## config.mk

```make
export PLATFORM = sky130hd
export DESIGN_NAME = safeload_unit
export DESIGN_NICKNAME = d
export VERILOG_FILES = /design/src/rtl/safeload_pkg.sv /design/src/rtl/safeload_ctrl.sv /design/src/rtl/safeload_dp.sv /design/src/rtl/safeload_unit.sv
export SDC_FILE = /design/constraint.sdc
export NUM_CORES = 1
export LEC_CHECK = 0
export ABC_AREA = 1
export ABC_CLOCK_PERIOD_IN_PS = 2100
export BUFFER_PORTS_ARGS = -buffer_cell sky130_fd_sc_hd__buf_2
export CORE_ASPECT_RATIO = 0.8
export CORE_MARGIN = 3
export CORE_UTILIZATION = 53
export DETAILED_ROUTE_END_ITERATION = 10
export HOLD_SLACK_MARGIN = 0.05
export PLACE_DENSITY = 0.76
export SLEW_MARGIN = 20
export SYNTH_ARGS = -nofsm -noshare
export SYNTH_HDL_FRONTEND = slang
export SYNTH_SLANG_ARGS = --single-unit
```

## constraint.sdc

```tcl
create_clock -name clk -period 2.1 [get_ports clk]
set_input_delay 0.315 -clock clk [delete_from_list [all_inputs] [get_ports clk]]
set_output_delay 0.315 -clock clk [all_outputs]
set_load 0.01 [all_outputs]
```

## src/rtl/safeload_pkg.sv

```systemverilog
package safeload_pkg;
  parameter int SLOTS = 5;
  localparam int IDX_W = (SLOTS > 1) ? $clog2(SLOTS) : 1;

  typedef struct packed {
    logic             hostLoad;  // accept host write into a slot
    logic             issue;     // a slot is being issued this cycle
    logic [IDX_W-1:0] scanIdx;   // slot being issued
    logic             finish;    // last slot of the window
  } ctrlStrobe_t;
endpackage

```

## src/rtl/safeload_ctrl.sv

```systemverilog
module safeload_ctrl
  import safeload_pkg::*;
(
  input  logic             clk,
  input  logic             rstN,
  input  logic             hostWrEn,
  input  logic [IDX_W-1:0] hostWrSlot,
  input  logic             initReq,
  input  logic             windowStart,
  output ctrlStrobe_t      strobe,
  output logic             pending,
  output logic             hostWrReject
);
  localparam logic [IDX_W-1:0] LAST_IDX = IDX_W'(SLOTS - 1);

  typedef enum logic [1:0] {ST_IDLE, ST_ARMED, ST_SCAN} state_t;
  state_t           state;
  logic [IDX_W-1:0] scanIdx;
  logic             slotOk;
  logic             issueNow;
  logic [IDX_W-1:0] curIdx;

  always_comb begin
    slotOk       = int'(hostWrSlot) < SLOTS;
    issueNow     = (state == ST_ARMED && windowStart) || (state == ST_SCAN);
    curIdx       = (state == ST_SCAN) ? scanIdx : '0;
    strobe.hostLoad = hostWrEn && (state == ST_IDLE) && slotOk;
    strobe.issue    = issueNow;
    strobe.scanIdx  = curIdx;
    strobe.finish   = issueNow && (curIdx == LAST_IDX);
    hostWrReject = hostWrEn && !strobe.hostLoad;
    pending      = (state != ST_IDLE);
  end

  always_ff @(posedge clk) begin
    if (!rstN) begin
      state   <= ST_IDLE;
      scanIdx <= '0;
    end else begin
      unique case (state)
        ST_IDLE: if (initReq) state <= ST_ARMED;
        ST_ARMED: if (windowStart) begin
          if (strobe.finish) state <= ST_IDLE;
          else begin
            state   <= ST_SCAN;
            scanIdx <= IDX_W'(1);
          end
        end
        ST_SCAN: begin
          if (strobe.finish) begin
            state   <= ST_IDLE;
            scanIdx <= '0;
          end else scanIdx <= scanIdx + IDX_W'(1);
        end
        default: state <= ST_IDLE;
      endcase
    end
  end
endmodule

```

## src/rtl/safeload_dp.sv

```systemverilog
module safeload_dp
  import safeload_pkg::*;
#(
  parameter int ADDR_W = 8,
  parameter int DATA_W = 22
) (
  input  logic              clk,
  input  logic              rstN,
  input  ctrlStrobe_t       strobe,
  input  logic [IDX_W-1:0]  hostWrSlot,
  input  logic [ADDR_W-1:0] hostWrAddr,
  input  logic [DATA_W-1:0] hostWrData,
  input  logic              doneRead,
  output logic              ramWrEn,
  output logic [ADDR_W-1:0] ramWrAddr,
  output logic [DATA_W-1:0] ramWrData,
  output logic              doneFlag
);
  logic [ADDR_W-1:0] slotAddr [SLOTS];
  logic [DATA_W-1:0] slotData [SLOTS];
  logic [SLOTS-1:0]  loaded;

  for (genvar k = 0; k < SLOTS; k++) begin : g_slot
    logic hit;
    assign hit = strobe.hostLoad && (int'(hostWrSlot) == k);
    always_ff @(posedge clk) begin
      if (!rstN) begin
        slotAddr[k] <= '0;
        slotData[k] <= '0;
        loaded[k]   <= 1'b0;
      end else begin
        if (hit) begin
          slotAddr[k] <= hostWrAddr;
          slotData[k] <= hostWrData;
        end
        if (strobe.finish)  loaded[k] <= 1'b0;
        else if (hit)       loaded[k] <= 1'b1;
      end
    end
  end

  always_comb begin
    ramWrEn   = 1'b0;
    ramWrAddr = '0;
    ramWrData = '0;
    for (int k = 0; k < SLOTS; k++) begin
      if (strobe.issue && int'(strobe.scanIdx) == k) begin
        ramWrEn   = loaded[k];
        ramWrAddr = slotAddr[k];
        ramWrData = slotData[k];
      end
    end
  end

  always_ff @(posedge clk) begin
    if (!rstN)              doneFlag <= 1'b0;
    else if (strobe.finish) doneFlag <= 1'b1;
    else if (doneRead)      doneFlag <= 1'b0;
  end
endmodule

```

## src/rtl/safeload_unit.sv

```systemverilog
module safeload_unit
  import safeload_pkg::*;
#(
  parameter int ADDR_W = 8,
  parameter int DATA_W = 22
) (
  input  logic              clk,
  input  logic              rstN,
  input  logic              hostWrEn,
  input  logic [IDX_W-1:0]  hostWrSlot,
  input  logic [ADDR_W-1:0] hostWrAddr,
  input  logic [DATA_W-1:0] hostWrData,
  output logic              hostWrReject,
  input  logic              initReq,
  output logic              pending,
  input  logic              windowStart,
  output logic              ramWrEn,
  output logic [ADDR_W-1:0] ramWrAddr,
  output logic [DATA_W-1:0] ramWrData,
  input  logic              doneRead,
  output logic              doneFlag
);
  ctrlStrobe_t strobe;

  safeload_ctrl u_ctrl (
    .clk(clk), .rstN(rstN), .hostWrEn(hostWrEn), .hostWrSlot(hostWrSlot),
    .initReq(initReq), .windowStart(windowStart), .strobe(strobe),
    .pending(pending), .hostWrReject(hostWrReject)
  );

  safeload_dp #(.ADDR_W(ADDR_W), .DATA_W(DATA_W)) u_dp (
    .clk(clk), .rstN(rstN), .strobe(strobe), .hostWrSlot(hostWrSlot),
    .hostWrAddr(hostWrAddr), .hostWrData(hostWrData), .doneRead(doneRead),
    .ramWrEn(ramWrEn), .ramWrAddr(ramWrAddr), .ramWrData(ramWrData),
    .doneFlag(doneFlag)
  );
endmodule

```

==> out/qor.txt, run 1 <==
commonest cells after routing, fill and taps aside - nor2_1, edfxtp_1, nand2_1, buf_2, inv_1
Unique masters post-synth - 29
Clock Sinks - 161
RSZ-0062 raised after global routing - yes
clock network power share - 0.438
DP HPWL - 10300 um
max_cap viols - 0
Initial Utilization - 0.553
f_max - 453 MHz
1st-iter DRT viols - 758
kind of critical path - reg -> out
crit path DAT - 1.89 ns
layout cells sized above 1 - 0.325
combinational power share - 0.081
minimum period implied by the final worst setup slack - 2.21 ns
Synth area leaders - edfxtp_1, nor2_1, nand2_1
Static Leak - 4.09 nW
final setup violation count - 31
total number of vias - 5953
CP max stage delay - 0.39 ns
Routed Wire Length - 21600 um
die height - 111 um
WHS Path Cells - 4
worst setup margin - -0.106 ns
most used cell, CP - buf_6
Die Area - 15100 um^2
CP Buf/Inv Count - 4
failing checks - negative setup slack
hold crit path type - in -> reg
post-synthesis sequential area ratio - 0.652
antenna violation net count after detailed routing - 0
CP required - 1.78 ns
Synth warnings - 0
CP top delay family - buffers and inverters
core box area - 13100 um^2
total power - 7.71 mW
syn nets - 751
crit path max fanout - 8
Compound-Gate Fraction of Synth Area - 0.0119
Fill cells - 864
Tcrit/Tclk final - 1.05
Worst setup EP type - output port
RR Endpoint - u_dp.slotData[0][21]
hold endpoint - u_dp.doneFlag
Internal - 5.98 mW
synthesized area per cell - 10.2 um^2
setup slack, reg-to-reg - 0.13 ns
Yosys reg bits - 161
H-tree depth - 4
Worst Skew - 0.00736 ns
Least-Margin Pin Slew - 0.401 ns
Startpoint Class - flip-flop
initial antenna violation count - 0
GRT Total Usage - 0.285
first-pass GRT wire length - 32400 um
Synth Area in Adders - 0.00173
Fin. Hold Viols - 0
commonest non-fill, non-tap cell in the layout - nor2_1
Post-Synth XOR/XNOR Area - 0.00121
Seq pwr share - 0.481
Slew HR - 0.733
Buffers on Ports - 72
leading area contributor after synthesis - edfxtp_1
power per cell area - 800 nW/um^2
Ant. Diodes - 0
Gate Count Post-Synth - 711
largest net degree at the start of global routing - 32
reg2reg path depth - 7
Clk Tree Root Cell - clkbuf_16
Die Wd - 137 um
Clock Path Buffers - 2
grt total ovfl - 0
Hold Crit Start - doneRead
Placer Congestion - 0.866
CTS Buf Count - 17
DRT Pass-1 Iters - 6
DRC - 0
clk slew on worst S/H paths - 0.06 ns
Synth top area share - 0.621
run status - complete, but fails checks
# rows - 37
VDD IR max - 631 uV
number of global-route vias before repair - 6031
P&R area growth vs syn - 32.9%
Clk Latency, worst-skew pair - 0.42 ns
mux share of post-synthesis cell area - 0
fin area - 9630 um^2
cell area after synthesis - 7250 um^2
Worst path slowest cell - dfxtp_4
Sw Share - 0.223
DR WL/cell - 21.5 um
NetSw - 1.72 mW
post-synthesis simple-gate area fraction - 0.276
R2R Path Start - u_ctrl.state[1]
main combinational cell family by area after synthesis - simple AND/OR/NAND/NOR gates
crit path cell chain - inv_4 -> nand2_4 -> nor2_4 -> buf_6 -> clkbuf_16 -> nand4_1 -> nand2_2 -> nor2_2 -> nand3_2 -> buf_6
NumNets Final - 857
I/O pin cnt - 73
drt via density - 5.92
CTS tree - yes
Slew Viols, Final - 0
Placed Area - 7960 um^2
power groups by stage:
| stage | clock network (mW) | registers, mW | logic (mW) |
|---|---|---|---|
| after CTS | 3.36 | 3.70 | 0.606 |
| after floorplan | 0 | 3.75 | 0.251 |
| after global routing | 3.54 | 3.71 | 0.665 |
| final | 3.38 | 3.71 | 0.625 |
| after global placement | 0 | 3.75 | 0.437 |
| after detailed placement | 0 | 3.76 | 0.450 |
per-stage QoR:
stage               setup slack [ns]  setup TNS, ns   util  std cells  hold slack (ns)
detailed placement             0.192              0  0.607        946            0.442
finish                        -0.106          -2.44  0.735       1005            0.148
global route                  -0.178          -4.70  0.735       1005            0.151
floorplan                     0.0995              0      -        711            0.430
CTS                          -0.0992          -2.32  0.722       1001            0.145
global placement               0.253              0  0.607        946            0.439
worst register-to-register path: stages (launching register included):
cell     delay [ns]
dfxtp_4        0.38
buf_4          0.14
nor2_2         0.15
nand2_1        0.15
nor2_4         0.24
nand3_1        0.17
nand2_1        0.17
buf_12         0.23
area by class of cell:
| class | count | area, um^2 | area share |
|---|---|---|---|
| clock buffers | 17 | 425 | 0.0442 |
| clock inverters | 15 | 214 | 0.0222 |
| inverters | 52 | 218 | 0.0226 |
| multi-input cells | 462 | 2600 | 0.270 |
| flip-flops and latches | 161 | 4740 | 0.492 |
| well taps | 175 | 219 | 0.0227 |
| repair buffers | 123 | 1210 | 0.126 |
metal layers:
metal / vias up / GRT usage / part of all wire
met5: - / 0 / 0
met4: 0 / 0.117 / 0.031
met3: 70 / 0.0674 / 0.096
met2: 392 / 0.469 / 0.51
met1: 2858 / 0.362 / 0.37
li1: 2633 / - / -
repair_timing:
| item | 4_1_cts | 5_1_grt |
|---|---|---|
| hold buffers | 0 | 0 |
| setup endpoints to repair | 31 | 31 |
| hold endpoints to repair | 0 | 0 |
| cloned | 10 | 3 |
| buffers inserted | 15 | 4 |
| pin swaps | 22 | 24 |
| gates resized for setup | 132 | 38 |
state kept, by name, indices dropped and copies added, names as in the netlist:
name / count
u_dp.slotData: 110
u_ctrl.scanIdx: 3
u_dp.slotAddr: 40
u_dp.loaded: 5
u_dp.doneFlag: 1
u_ctrl.state: 2
how the worst max path moves through the flow:
stage	start	end	slack, ns	cells after the start
2_1_floorplan	u_ctrl.state[0]	u_dp.slotAddr[1][0]	0.1	5
3_3_place_gp	u_ctrl.scanIdx[2]	ramWrData[20]	0.25	6
3_5_place_dp	u_ctrl.state[0]	ramWrData[10]	0.19	10
4_1_cts	u_ctrl.state[0]	ramWrEn	-0.1	10
5_1_grt	u_ctrl.state[0]	ramWrData[14]	-0.18	10
6_report	u_ctrl.state[0]	ramWrAddr[3]	-0.11	10
cells by family after synthesis:
| group | after synthesis |
|---|---|
| AO/OA/AOI/OAI | 15 |
| buffers and inverters | 91 |
| AND/OR/NAND/NOR | 442 |
| XOR/XNOR | 1 |
| adder cells (fa/ha/maj) | 1 |
| flip-flops | 161 |
synth_stat cells (all sizes together):
library cell  count
nand3            73
nor3              4
nor2            188
nand2           117
xor2              1
clkbuf            6
inv              52
nand4            32
ha                1
and2              1
buf              33
a31oi             1
o211ai            4
nand3b            1
edfxtp          150
nor3b            26
dfxtp            11
a21oi            10
(Power assumes the default switching activity.)
==> run 2: changes to the inputs <==
Settings changed: CORE_MARGIN 3 to 2, PLACE_DENSITY 0.76 to 0.73.
==> run 2 against run 1 <==
The run still ends with negative setup slack left. Highest routed layer unchanged. Sequential cell count did not move. Hold slack got worse by 0.0063 ns. Fmax fell by 0.52%. Critical endpoint is now ramWrData[8]. Core utilization fell by 3.6 points. Clock power fell by 14%. Worst setup slack got worse by 0.012 ns. Critical path type unchanged.
==> out/qor.txt, run 2 (same netlist as run 1, synthesis figures left out) <==
Largest register FFs - 110
largest net degree at the start of global routing - 31
commonest non-fill, non-tap cell in the layout - nor2_1
Placer Congestion - 0.829
Slew HR - 0.747
VDD IR max - 665 uV
CTS tree - yes
antenna violation net count after detailed routing - 0
hold crit path type - in -> reg
DP HPWL - 10600 um
Tcrit/Tclk final - 1.06
commonest cells after routing, fill and taps aside - nor2_1, edfxtp_1, nand2_1, buf_2, nand3_1
hold endpoint - u_ctrl.state[0]
R2R Path Start - u_ctrl.state[0]
Slew Viols, Final - 0
Clk Latency, worst-skew pair - 0.43 ns
CTS Buf Count - 17
grt total ovfl - 0
Startpoint Class - flip-flop
Worst Skew - 0.00782 ns
GRT Total Usage - 0.277
run status - complete, but fails checks
Die Area - 14600 um^2
Clock Sinks - 161
NumNets Final - 849
Least-Margin Pin Slew - 0.379 ns
Clock Path Buffers - 2
pre-CTS setup slack - 0.120 ns
drt via density - 5.69
kind of critical path - reg -> out
Worst setup EP type - output port
Hold Crit Start - initReq
crit path DAT - 1.90 ns
Fin. Hold Viols - 0
Die Wd - 135 um
clk slew on worst S/H paths - 0.06 ns
H-tree depth - 4
failing checks - negative setup slack
minimum period implied by the final worst setup slack - 2.22 ns
power per cell area - 760 nW/um^2
CP max stage delay - 0.33 ns
core box area - 13500 um^2
final setup violation count - 30
total number of vias - 5702
largest registers - u_dp.slotData (110), u_dp.slotAddr (40), u_dp.loaded (5)
f_max - 451 MHz
TNS Setup - -1.86 ns
CP required - 1.78 ns
I/O pin cnt - 73
DR WL/cell - 19.4 um
most used cell, CP - buf_6
Ant. Diodes - 0
# rows - 38
Clk Tree Root Cell - clkbuf_16
Final Hold Slack - 0.141 ns
Worst path slowest cell - dfxtp_2
Static Leak - 4.18 nW
setup slack, reg-to-reg - 0.17 ns
DRC - 0
Routed Wire Length - 19500 um
Largest Register - u_dp.slotData
Buffers on Ports - 72
RR Endpoint - u_dp.slotData[3][3]
RSZ-0062 raised after global routing - yes
crit path cell chain - buf_6 -> inv_6 -> nand2_4 -> nor2_4 -> inv_4 -> buf_6 -> nand3_1 -> nand2_1 -> nor2_1 -> nand3_2 -> buf_6
1st-iter DRT viols - 642
reg2reg path depth - 7
first-pass GRT wire length - 29900 um
utilization after layout - 0.699
WHS Path Cells - 3
initial antenna violation count - 0
layout cells sized above 1 - 0.308
worst setup margin - -0.117 ns
# hold bufs at CTS - 0
P&R area growth vs syn - 29.8%
die height - 109 um
max_cap viols - 0
number of global-route vias before repair - 5712
Initial Utilization - 0.539
crit path max fanout - 11
DRT Pass-1 Iters - 5
run 2: cell types whose count changed in the layout (fill, tap and decap cells not counted), moves of 4 or more:
cell | previous run | this run
buf_16 | 5 | 0
buf_2 | 58 | 50
buf_4 | 17 | 13
buf_6 | 23 | 35
bufinv_16 | 5 | 0
clkbuf_1 | 0 | 5
clkbuf_8 | 0 | 4
inv_6 | 5 | 1
nand2_1 | 89 | 82
nand2_2 | 21 | 13
nand2_4 | 6 | 21
nand3_1 | 43 | 47
nor3b_1 | 4 | 12
nor3b_2 | 22 | 13
run 2: report_power, final:
part | leakage [nW] | internal, mW | total [mW] | switching (mW)
clock network | 0.277 | 1.70 | 2.90 | 1.20
registers | 1.65 | 3.65 | 3.70 | 0.0517
logic | 2.25 | 0.194 | 0.552 | 0.359
run 2: how the worst max path moves through the flow:
stage | end | start
global placement | ramWrData[20] | u_ctrl.state[0]
CTS | ramWrData[10] | u_ctrl.state[0]
global route | ramWrData[15] | u_ctrl.state[0]
finish | ramWrData[8] | u_ctrl.state[0]
floorplan | u_dp.slotAddr[1][0] | u_ctrl.state[0]
detailed placement | u_dp.slotData[3][3] | hostWrSlot[1]
run 2: layer usage:
layer | vias up | share of wire | track usage
met5 | - | 0 | 0
met4 | 0 | 0.019 | 0.0917
met3 | 31 | 0.068 | 0.0624
met2 | 241 | 0.50 | 0.467
met1 | 2829 | 0.41 | 0.357
li1 | 2601 | - | -
run 2: cell type report:
class | instances | area (um^2)
clock inverter | 5 | 26.3
sequential | 161 | 4730
clock buffer | 27 | 524
inverter | 52 | 203
tap | 180 | 225
fill | 973 | 4050
timing repair buffer | 117 | 1100
multi-input combinational | 460 | 2590
run 2: timing repair:
action                     CTS  global route
setup endpoints to repair   31            50
gates cloned                 4             1
pin swaps                   11             7
buffers inserted             7             2
resized for setup          113            68
run 2: metrics by stage:
stage | total power [mW] | cell area [um^2] | std cells
finish | 7.15 | 9410 | 1002
floorplan | 4.00 | 7250 | 711
CTS | 7.12 | 9120 | 1000
detailed placement | 4.21 | 7980 | 957
global placement | 4.19 | 7980 | 957
global route | 7.37 | 9410 | 1002
run 2: worst max-delay path: cells and delay by family, from the launching register on:
family	cells	cell delay (ns)
simple gates	6	0.59
buf+inv	5	0.54
flops	1	0.33
